[config.mk]
export PLATFORM = sky130hd
export DESIGN_NAME = phy_ctl_reg
export DESIGN_NICKNAME = d
export VERILOG_FILES = /design/src/rtl/phy_ctl_pkg.sv /design/src/rtl/phy_ctl_strap.sv /design/src/rtl/phy_ctl_events.sv /design/src/rtl/phy_ctl_shadow.sv /design/src/rtl/phy_ctl_reg.sv
export SDC_FILE = /design/constraint.sdc
export NUM_CORES = 1
export LEC_CHECK = 0
export BUFFER_PORTS_ARGS = -buffer_cell sky130_fd_sc_hd__buf_2
export CAP_MARGIN = 10
export CORE_MARGIN = 4
export CORE_UTILIZATION = 38
export CTS_BUF_LIST = sky130_fd_sc_hd__clkbuf_16
export DETAILED_ROUTE_END_ITERATION = 8
export GPL_TIMING_DRIVEN = 0
export PLACE_DENSITY = 0.81
export SLEW_MARGIN = 20
export SYNTH_ARGS = -nofsm -noshare
export SYNTH_HDL_FRONTEND = slang
export SYNTH_SLANG_ARGS = --single-unit
export TNS_END_PERCENT = 100
[constraint.sdc]
create_clock -name clk -period 1.59 [get_ports clk]
set_clock_uncertainty 0.15 [all_clocks]
set_input_delay 0.2385 -clock clk [delete_from_list [all_inputs] [get_ports clk]]
set_output_delay 0.2385 -clock clk [all_outputs]
set_load 0.1 [all_outputs]
[src/rtl/phy_ctl_pkg.sv]
package phy_ctl_pkg;
  localparam int unsigned REG_W     = 16;
  localparam int unsigned SPD_HI_B  = 6;
  localparam int unsigned COL_B     = 7;
  localparam int unsigned DUP_B     = 8;
  localparam int unsigned RESTART_B = 9;
  localparam int unsigned ISO_B     = 10;
  localparam int unsigned SPD_LO_B  = 13;

  typedef struct packed {
    logic [1:0] speed;
    logic       full_dup;
  } link_cfg_t;

  // Mode strap match term
  function automatic logic mode_hit(input logic [3:0] mode);
    logic h;
    h = (mode[1:0] == 2'b01)
      | (mode[3] & (mode[1:0] == 2'b00))
      | (mode[3:1] == 3'b001)
      | (mode == 4'b0111);
    return h;
  endfunction

  function automatic link_cfg_t strap_decode(input logic [3:0] aneg,
                                             input logic [3:0] mode);
    link_cfg_t c;
    logic m;
    m = mode_hit(mode);
    c.speed[1] = aneg[3] | aneg[2] | m;
    c.speed[0] = (aneg[3:1] == 3'b001) & ~m;
    c.full_dup = ({aneg[3], aneg[2], aneg[0]} == 3'b001) | aneg[3];
    return c;
  endfunction

  function automatic link_cfg_t wdata_cfg(input logic [REG_W-1:0] d);
    link_cfg_t c;
    c.speed    = {d[SPD_HI_B], d[SPD_LO_B]};
    c.full_dup = d[DUP_B];
    return c;
  endfunction
endpackage

[src/rtl/phy_ctl_strap.sv]
module phy_ctl_strap
  import phy_ctl_pkg::*;
(
  input  logic [3:0] aneg_i,
  input  logic [3:0] mode_i,
  output link_cfg_t  cfg_o
);
  always_comb begin
    cfg_o = strap_decode(aneg_i, mode_i);
  end
endmodule

[src/rtl/phy_ctl_events.sv]
module phy_ctl_events (
  input  logic clk,
  input  logic rst_n,
  input  logic wr_restart_i,
  input  logic soft_rst_i,
  input  logic pwr_down_i,
  output logic apply_o,
  output logic pd_exit_o,
  output logic restart_bit_o,
  output logic an_restart_o
);
  logic boot_q, req_q, pd_q, restart_q;

  always_ff @(posedge clk) begin
    if (!rst_n) begin
      boot_q    <= 1'b1;
      req_q     <= 1'b0;
      pd_q      <= 1'b0;
      restart_q <= 1'b0;
    end else begin
      boot_q    <= 1'b0;
      req_q     <= soft_rst_i | wr_restart_i;
      pd_q      <= pwr_down_i;
      restart_q <= wr_restart_i & ~soft_rst_i;
    end
  end

  assign pd_exit_o     = pd_q & ~pwr_down_i;
  assign apply_o       = soft_rst_i | wr_restart_i | pd_exit_o;
  assign restart_bit_o = restart_q;
  assign an_restart_o  = rst_n & (boot_q | req_q);

  AST_PULSE_AFTER_REQ: assert property (@(posedge clk) disable iff (!rst_n)
    (soft_rst_i | wr_restart_i) |=> an_restart_o);
  AST_RESTART_SELFCLR: assert property (@(posedge clk) disable iff (!rst_n)
    (restart_bit_o && !wr_restart_i) |=> !restart_bit_o);
  AST_SWRST_NO_RESTART_BIT: assert property (@(posedge clk) disable iff (!rst_n)
    soft_rst_i |=> !restart_bit_o);
endmodule

[src/rtl/phy_ctl_shadow.sv]
module phy_ctl_shadow
  import phy_ctl_pkg::*;
(
  input  logic      clk,
  input  logic      rst_n,
  input  link_cfg_t strap_cfg_i,
  input  logic      wr_i,
  input  link_cfg_t wr_cfg_i,
  input  logic      wr_col_i,
  input  logic      wr_iso_i,
  input  logic      soft_rst_i,
  input  logic      apply_i,
  input  logic      pd_exit_i,
  output link_cfg_t pend_o,
  output link_cfg_t act_o,
  output logic      col_o,
  output logic      iso_o
);
  link_cfg_t pend_q, act_q, pend_nxt;
  logic      col_q, iso_q;

  always_comb begin
    pend_nxt = pend_q;
    if (!soft_rst_i && wr_i) pend_nxt = wr_cfg_i;
  end

  always_ff @(posedge clk) begin
    if (!rst_n) begin
      pend_q <= strap_cfg_i;
      act_q  <= strap_cfg_i;
      col_q  <= 1'b0;
      iso_q  <= 1'b0;
    end else begin
      pend_q <= pend_nxt;
      if (apply_i) act_q <= pend_nxt;
      if (soft_rst_i) begin
        col_q <= 1'b0;
        iso_q <= 1'b0;
      end else if (wr_i) begin
        col_q <= wr_col_i;
        iso_q <= wr_iso_i;
      end
    end
  end

  assign pend_o = pend_q;
  assign act_o  = act_q;
  assign col_o  = col_q;
  assign iso_o  = iso_q;

  AST_ACTIVE_HOLD: assert property (@(posedge clk) disable iff (!rst_n)
    !apply_i |=> $stable(act_q));
  AST_APPLY_MATCH: assert property (@(posedge clk) disable iff (!rst_n)
    apply_i |=> (act_q == pend_q));
  AST_PDEXIT_APPLY: assert property (@(posedge clk) disable iff (!rst_n)
    (pd_exit_i && !wr_i) |=> (act_q == $past(pend_q)));
  AST_SWRST_CLEAR: assert property (@(posedge clk) disable iff (!rst_n)
    soft_rst_i |=> (!col_q && !iso_q && $stable(pend_q)));
endmodule

[src/rtl/phy_ctl_reg.sv]
module phy_ctl_reg
  import phy_ctl_pkg::*;
#(
  parameter int unsigned DATA_W = REG_W
) (
  input  logic              clk,
  input  logic              rst_n,
  input  logic [3:0]        strap_aneg,
  input  logic [3:0]        strap_mode,
  input  logic              wr_en,
  input  logic [DATA_W-1:0] wr_data,
  output logic [DATA_W-1:0] rd_data,
  input  logic              soft_rst,
  input  logic              pwr_down,
  output logic [1:0]        act_speed,
  output logic              act_full_dup,
  output logic              col_test_en,
  output logic              isolate_en,
  output logic              an_restart
);
  link_cfg_t strap_cfg, pend_cfg, act_cfg, wr_cfg;
  logic      wr_restart, apply_evt, pd_exit, restart_bit, col_q, iso_q;

  assign wr_restart = wr_en & wr_data[RESTART_B] & ~soft_rst;
  assign wr_cfg     = wdata_cfg(wr_data[REG_W-1:0]);

  phy_ctl_strap u_strap (
    .aneg_i (strap_aneg),
    .mode_i (strap_mode),
    .cfg_o  (strap_cfg)
  );

  phy_ctl_events u_evt (
    .clk           (clk),
    .rst_n         (rst_n),
    .wr_restart_i  (wr_restart),
    .soft_rst_i    (soft_rst),
    .pwr_down_i    (pwr_down),
    .apply_o       (apply_evt),
    .pd_exit_o     (pd_exit),
    .restart_bit_o (restart_bit),
    .an_restart_o  (an_restart)
  );

  phy_ctl_shadow u_shadow (
    .clk         (clk),
    .rst_n       (rst_n),
    .strap_cfg_i (strap_cfg),
    .wr_i        (wr_en),
    .wr_cfg_i    (wr_cfg),
    .wr_col_i    (wr_data[COL_B]),
    .wr_iso_i    (wr_data[ISO_B]),
    .soft_rst_i  (soft_rst),
    .apply_i     (apply_evt),
    .pd_exit_i   (pd_exit),
    .pend_o      (pend_cfg),
    .act_o       (act_cfg),
    .col_o       (col_q),
    .iso_o       (iso_q)
  );

  always_comb begin
    rd_data            = '0;
    rd_data[SPD_LO_B]  = pend_cfg.speed[0];
    rd_data[ISO_B]     = iso_q;
    rd_data[RESTART_B] = restart_bit;
    rd_data[DUP_B]     = pend_cfg.full_dup;
    rd_data[COL_B]     = col_q;
    rd_data[SPD_HI_B]  = pend_cfg.speed[1];
  end

  assign act_speed    = act_cfg.speed;
  assign act_full_dup = act_cfg.full_dup;
  assign col_test_en  = col_q;
  assign isolate_en   = iso_q;

  AST_ISO_FOLLOWS_WRITE: assert property (@(posedge clk) disable iff (!rst_n)
    (wr_en && !soft_rst) |=> (isolate_en == $past(wr_data[ISO_B])));
  AST_RESERVED_CLEAR: assert property (@(posedge clk) disable iff (!rst_n)
    wr_en |=> (rd_data[5:0] == 6'd0));
endmodule

Word-level counts from Yosys, hierarchy flattened
Cells that the tools add are included.

Add/sub/neg operators: 0. $mul: 0. Div/mod/pow operators: 0. $lt $le $gt $ge: 0. Eq/ne operators: 6. Shift-type cells: 0. Muxes and demuxes: 5. Bitwise logic cells: 20. Reduce and logical (&&, ||, !) cells: 4.

Operator list (number): 2-to-1 mux 3 bit (4); == test 3 x 1 -> 1 bit, second input constant (3); OR 1 bit (9); bitwise AND 1 bit (7); == test 4 x 3 -> 1 bit, second input constant (1); NOT 1 bit (4); == test 2 x 1 -> 1 bit, second input constant (1); zero test 2 bit (1); inequality test 2 x 1 -> 1 bit, second input constant (1); OR reduction 2 bit (1); logical AND 1 bit (1); zero test 1 bit (1); 2-to-1 mux 1 bit (1).

Flip-flop bits (word level): 12. Bits in latches: 0. RAM bits: 0. ROM bits: 0. Input bits: 29. Output and inout bits: 22. Word-level logic and storage cells: 45. Memories kept: 0.

Longest topological paths before layout
Depth in word-level cells: 8. Depth in mapped cells: 4. Mapped depth without buffers: 3.

By module
From an unflattened synthesis, not the netlist that was laid out.

Cell total of the unflattened synthesis: 66. Area total of the unflattened synthesis: 664.4 um^2.

By module, submodules not included: phy_ctl_shadow (instances 1, cells an instance 29, area an instance 365.4 um^2, seq. area each 190.2 um^2); phy_ctl_events (instances 1, cells an instance 14, area an instance 133.9 um^2, seq. area each 80.1 um^2); phy_ctl_reg (instances 1, cells an instance 15, area an instance 110.1 um^2, seq. area each 0.0 um^2); phy_ctl_strap (instances 1, cells an instance 8, area an instance 55.1 um^2, seq. area each 0.0 um^2).

Worst setup path before layout
No wires, ideal clock.

Path type: input to output. Start: input port rst_n. End: output port an_restart. Data arrival time: 1702 ps. Data required time: 1201 ps. Slack: -500 ps. Cell stages on the path: 3. Path buffers: 1. Path through: buf_4 > inv_1 > nor2_1.

Word-level cells in the longest chain between the ends: 1.

Ends and longest elaborated chain: start: declaration (line phy_ctl_reg.sv:7) `input logic rst_n,`; bitwise AND 1 bit (line phy_ctl_events.sv:31) `assign an_restart_o = rst_n & (boot_q | req_q);`; end: declaration (line phy_ctl_reg.sv:19) `output logic an_restart`.

Every way passes these cells.

Worst setup path after layout
Start: register u_evt.boot_q. End: output port an_restart.

Word-level cells in the longest chain between the ends: 2.

Ends and longest elaborated chain: start: declaration (line phy_ctl_events.sv:12) `logic boot_q, req_q, pd_q, restart_q;`; start signal: assignment (line phy_ctl_events.sv:16) `boot_q <= 1'b1;`; start signal: assignment (line phy_ctl_events.sv:21) `boot_q <= 1'b0;`; OR 1 bit (line phy_ctl_events.sv:31); bitwise AND 1 bit (line phy_ctl_events.sv:31).

Every way passes these cells.

==> results.json <==
{
  "holdWs_ns": 0.0791,
  "cp-start-kind": "flop",
  "fin_crit_sh_pct": 91.7,
  "synth_ff_type": "dfxtp_1",
  "areaGrowthSynthToFinish_pct": 49.5,
  "numCtsBuffers": 3,
  "synth.distinct_cells": 20,
  "cts.sinks": 12,
  "dp_slack_ns": 0.194,
  "synth_cells": 57,
  "gp_congestion": 0.655,
  "tightest_slew_ns": 0.524,
  "synth_area_leaders": "dfxtp_1 32%, buf_4 18%, edfxtp_1 16%",
  "utilization_pct": 63.0,
  "intPower_uw": 734,
  "setup_slack_ns": 0.132,
  "cts_max_path_buffers": 2,
  "drt_wl_total_um": 1160,
  "ctsResizeCount": 0,
  "ys_seq_area_share_pct": 47.5,
  "gr-total-overflow": 0,
  "power_frac_comb_pct": 31.2,
  "path_max_fanout": 1,
  "period_minus_slack_ns": 1.46,
  "rsz0062_at_grt": "false",
  "slew_headroom_pct": 64.7,
  "place_area_um2": 772,
  "cts_root_buf": "clkbuf_16",
  "cts_setup_buffers": 0,
  "coreArea_um2": 1350,
  "num-nets-final": 129,
  "grt_usage_pct": 11.5,
  "firstDrtPassIters": 4,
  "powerDensity_nw_per_um2": 1350,
  "cts-hold-fix-buffers": 0,
  "synth_top_area_share_pct": 31.6,
  "syn_area_um2": 569,
  "drive_above_1_share_pct": 51.5,
  "ir_worst_vdd_mv": 0.838,
  "stdcell_area_um2": 851,
  "power.switching_uw": 415,
  "start_util_pct": 42.2,
  "avgRoutedWirePerCell_um": 10.2,
  "worstPathRequired_ns": 1.20,
  "grt_pass1_wl_um": 1710,
  "grt_max_degree": 10,
  "synth_edf_count": 3,
  "yosysWarnings": 0,
  "hold_violations": 0,
  "avgViaCountPerCell": 4.18,
  "crit_arrival_ns": 1.07,
  "yosysMostFrequentCell": "buf_4",
  "rows": 13,
  "synthTopCellsByCount": "14 x buf_4, 9 x dfxtp_1, 6 x nor2_1, 5 x mux2i_1",
  "ant_nets": 0,
  "async_flop_share_pct": 0,
  "ios": 51,
  "setup_viol": 0,
  "path_clk_slew_ns": 0.04,
  "portBuffers": 29,
  "insertedDiodeCount": 0,
  "synth_top_area_cell": "dfxtp_1",
  "antenna_found_initial": 0,
  "drtIter0Drc": 4,
  "p_leak_uw": 0.000460,
  "dieHeight_um": 46.7,
  "maxSlewViolCount": 0,
  "cp-end-kind": "output pin",
  "ys_ff_latch": 12,
  "die-area_um2": 2180,
  "insertion_delay_ns": 0.23,
  "power_frac_clock_pct": 38.9,
  "fmaxAchievable_mhz": 686,
  "hold_path.class": "in2reg",
  "critical_path_class": "reg2out",
  "maxCapViolations": 0,
  "status": "completed",
  "cts_tree": "done",
  "vias": 476,
  "route.detailed.drc": 0,
  "grt_pass1_vias": 431,
  "synth.avg_cell_area_um2": 9.99,
  "htree_num_levels": 1,
  "seqPwrFrac_pct": 29.9,
  "die_w_um": 46.7,
  "p_sw_share_pct": 36.1
}
layer usage:
layer | global-route usage, % | vias up | share of wire, %
met5 | 0 | - | 0
met4 | 6.63 | 0 | 1.7
met3 | 3.52 | 2 | 10
met2 | 19.5 | 29 | 51
met1 | 12.6 | 195 | 38
li1 | - | 250 | -
logic make-up (layout without fill, tap and decap cells):
family,after synthesis,after routing,synth area share (%)
flops,12,12,47.5
other cells,1,10,0.659
compound gates,8,8,9.01
buf+inv,17,50,20.4
mux,5,5,8.79
simple gates,14,14,13.6
worst paths after layout:
kind | from | to | slack [ns] | cells past startpoint
min reg2reg | u_shadow.col_o | u_shadow.col_o | 0.36 | 2
max | u_evt.boot_q | an_restart | 0.13 | 3
min | pwr_down | u_evt.pd_q | 0.08 | 2
max reg2reg | u_evt.pd_q | u_shadow.act_o[1] | 0.31 | 2
per-stage QoR:
stage	TNS (ns)	instances	power, uW
2_1_floorplan	-0.0457	66	656
3_3_place_gp	0	110	703
3_5_place_dp	0	110	707
4_1_cts	0	114	1150
5_1_grt	0	114	1190
6_report	0	114	1150
cell usage in the layout, fill, tap and decap left out, types with 3 or more instances in the layout:
| master | instances |
|---|---|
| edfxtp_1 | 3 |
| conb_1 | 10 |
| buf_2 | 29 |
| a21oi_1 | 3 |
| dfxtp_1 | 7 |
| buf_4 | 14 |
| nor2_1 | 5 |
| inv_1 | 3 |
| clkbuf_16 | 3 |
| mux2i_1 | 5 |
state kept, by name, summed over array words and instances (netlist names):
register	cells
u_evt.req_q	1
u_shadow.pend_o	3
u_shadow.col_o	1
u_evt.boot_q	1
u_shadow.act_o	3
u_shadow.iso_o	1
u_evt.pd_q	1
u_evt.restart_bit_o	1
power groups by stage:
stage	clock network (uW)	logic [uW]	registers, uW
after floorplan	0	191	465
after global placement	0	355	348
after detailed placement	0	358	349
after CTS	451	359	344
after global routing	473	372	345
final	447	358	344
area by class of cell:
class / instances / area (um^2)
Buffer: 14 / 105
Sequential cell: 12 / 273
Inverter: 3 / 11.3
Tap cell: 15 / 18.8
Fill cell: 117 / 499
Clock buffer: 3 / 75.1
Clock inverter: 1 / 3.75
Timing Repair Buffer: 29 / 145
Multi-Input combinational cell: 37 / 219
worst max-delay path, stage by stage, from the launching register on:
cell     delay, ns
dfxtp_1       0.30
nor2_1        0.04
nor2_2        0.07
buf_2         0.42
(Power assumes the default switching activity.)
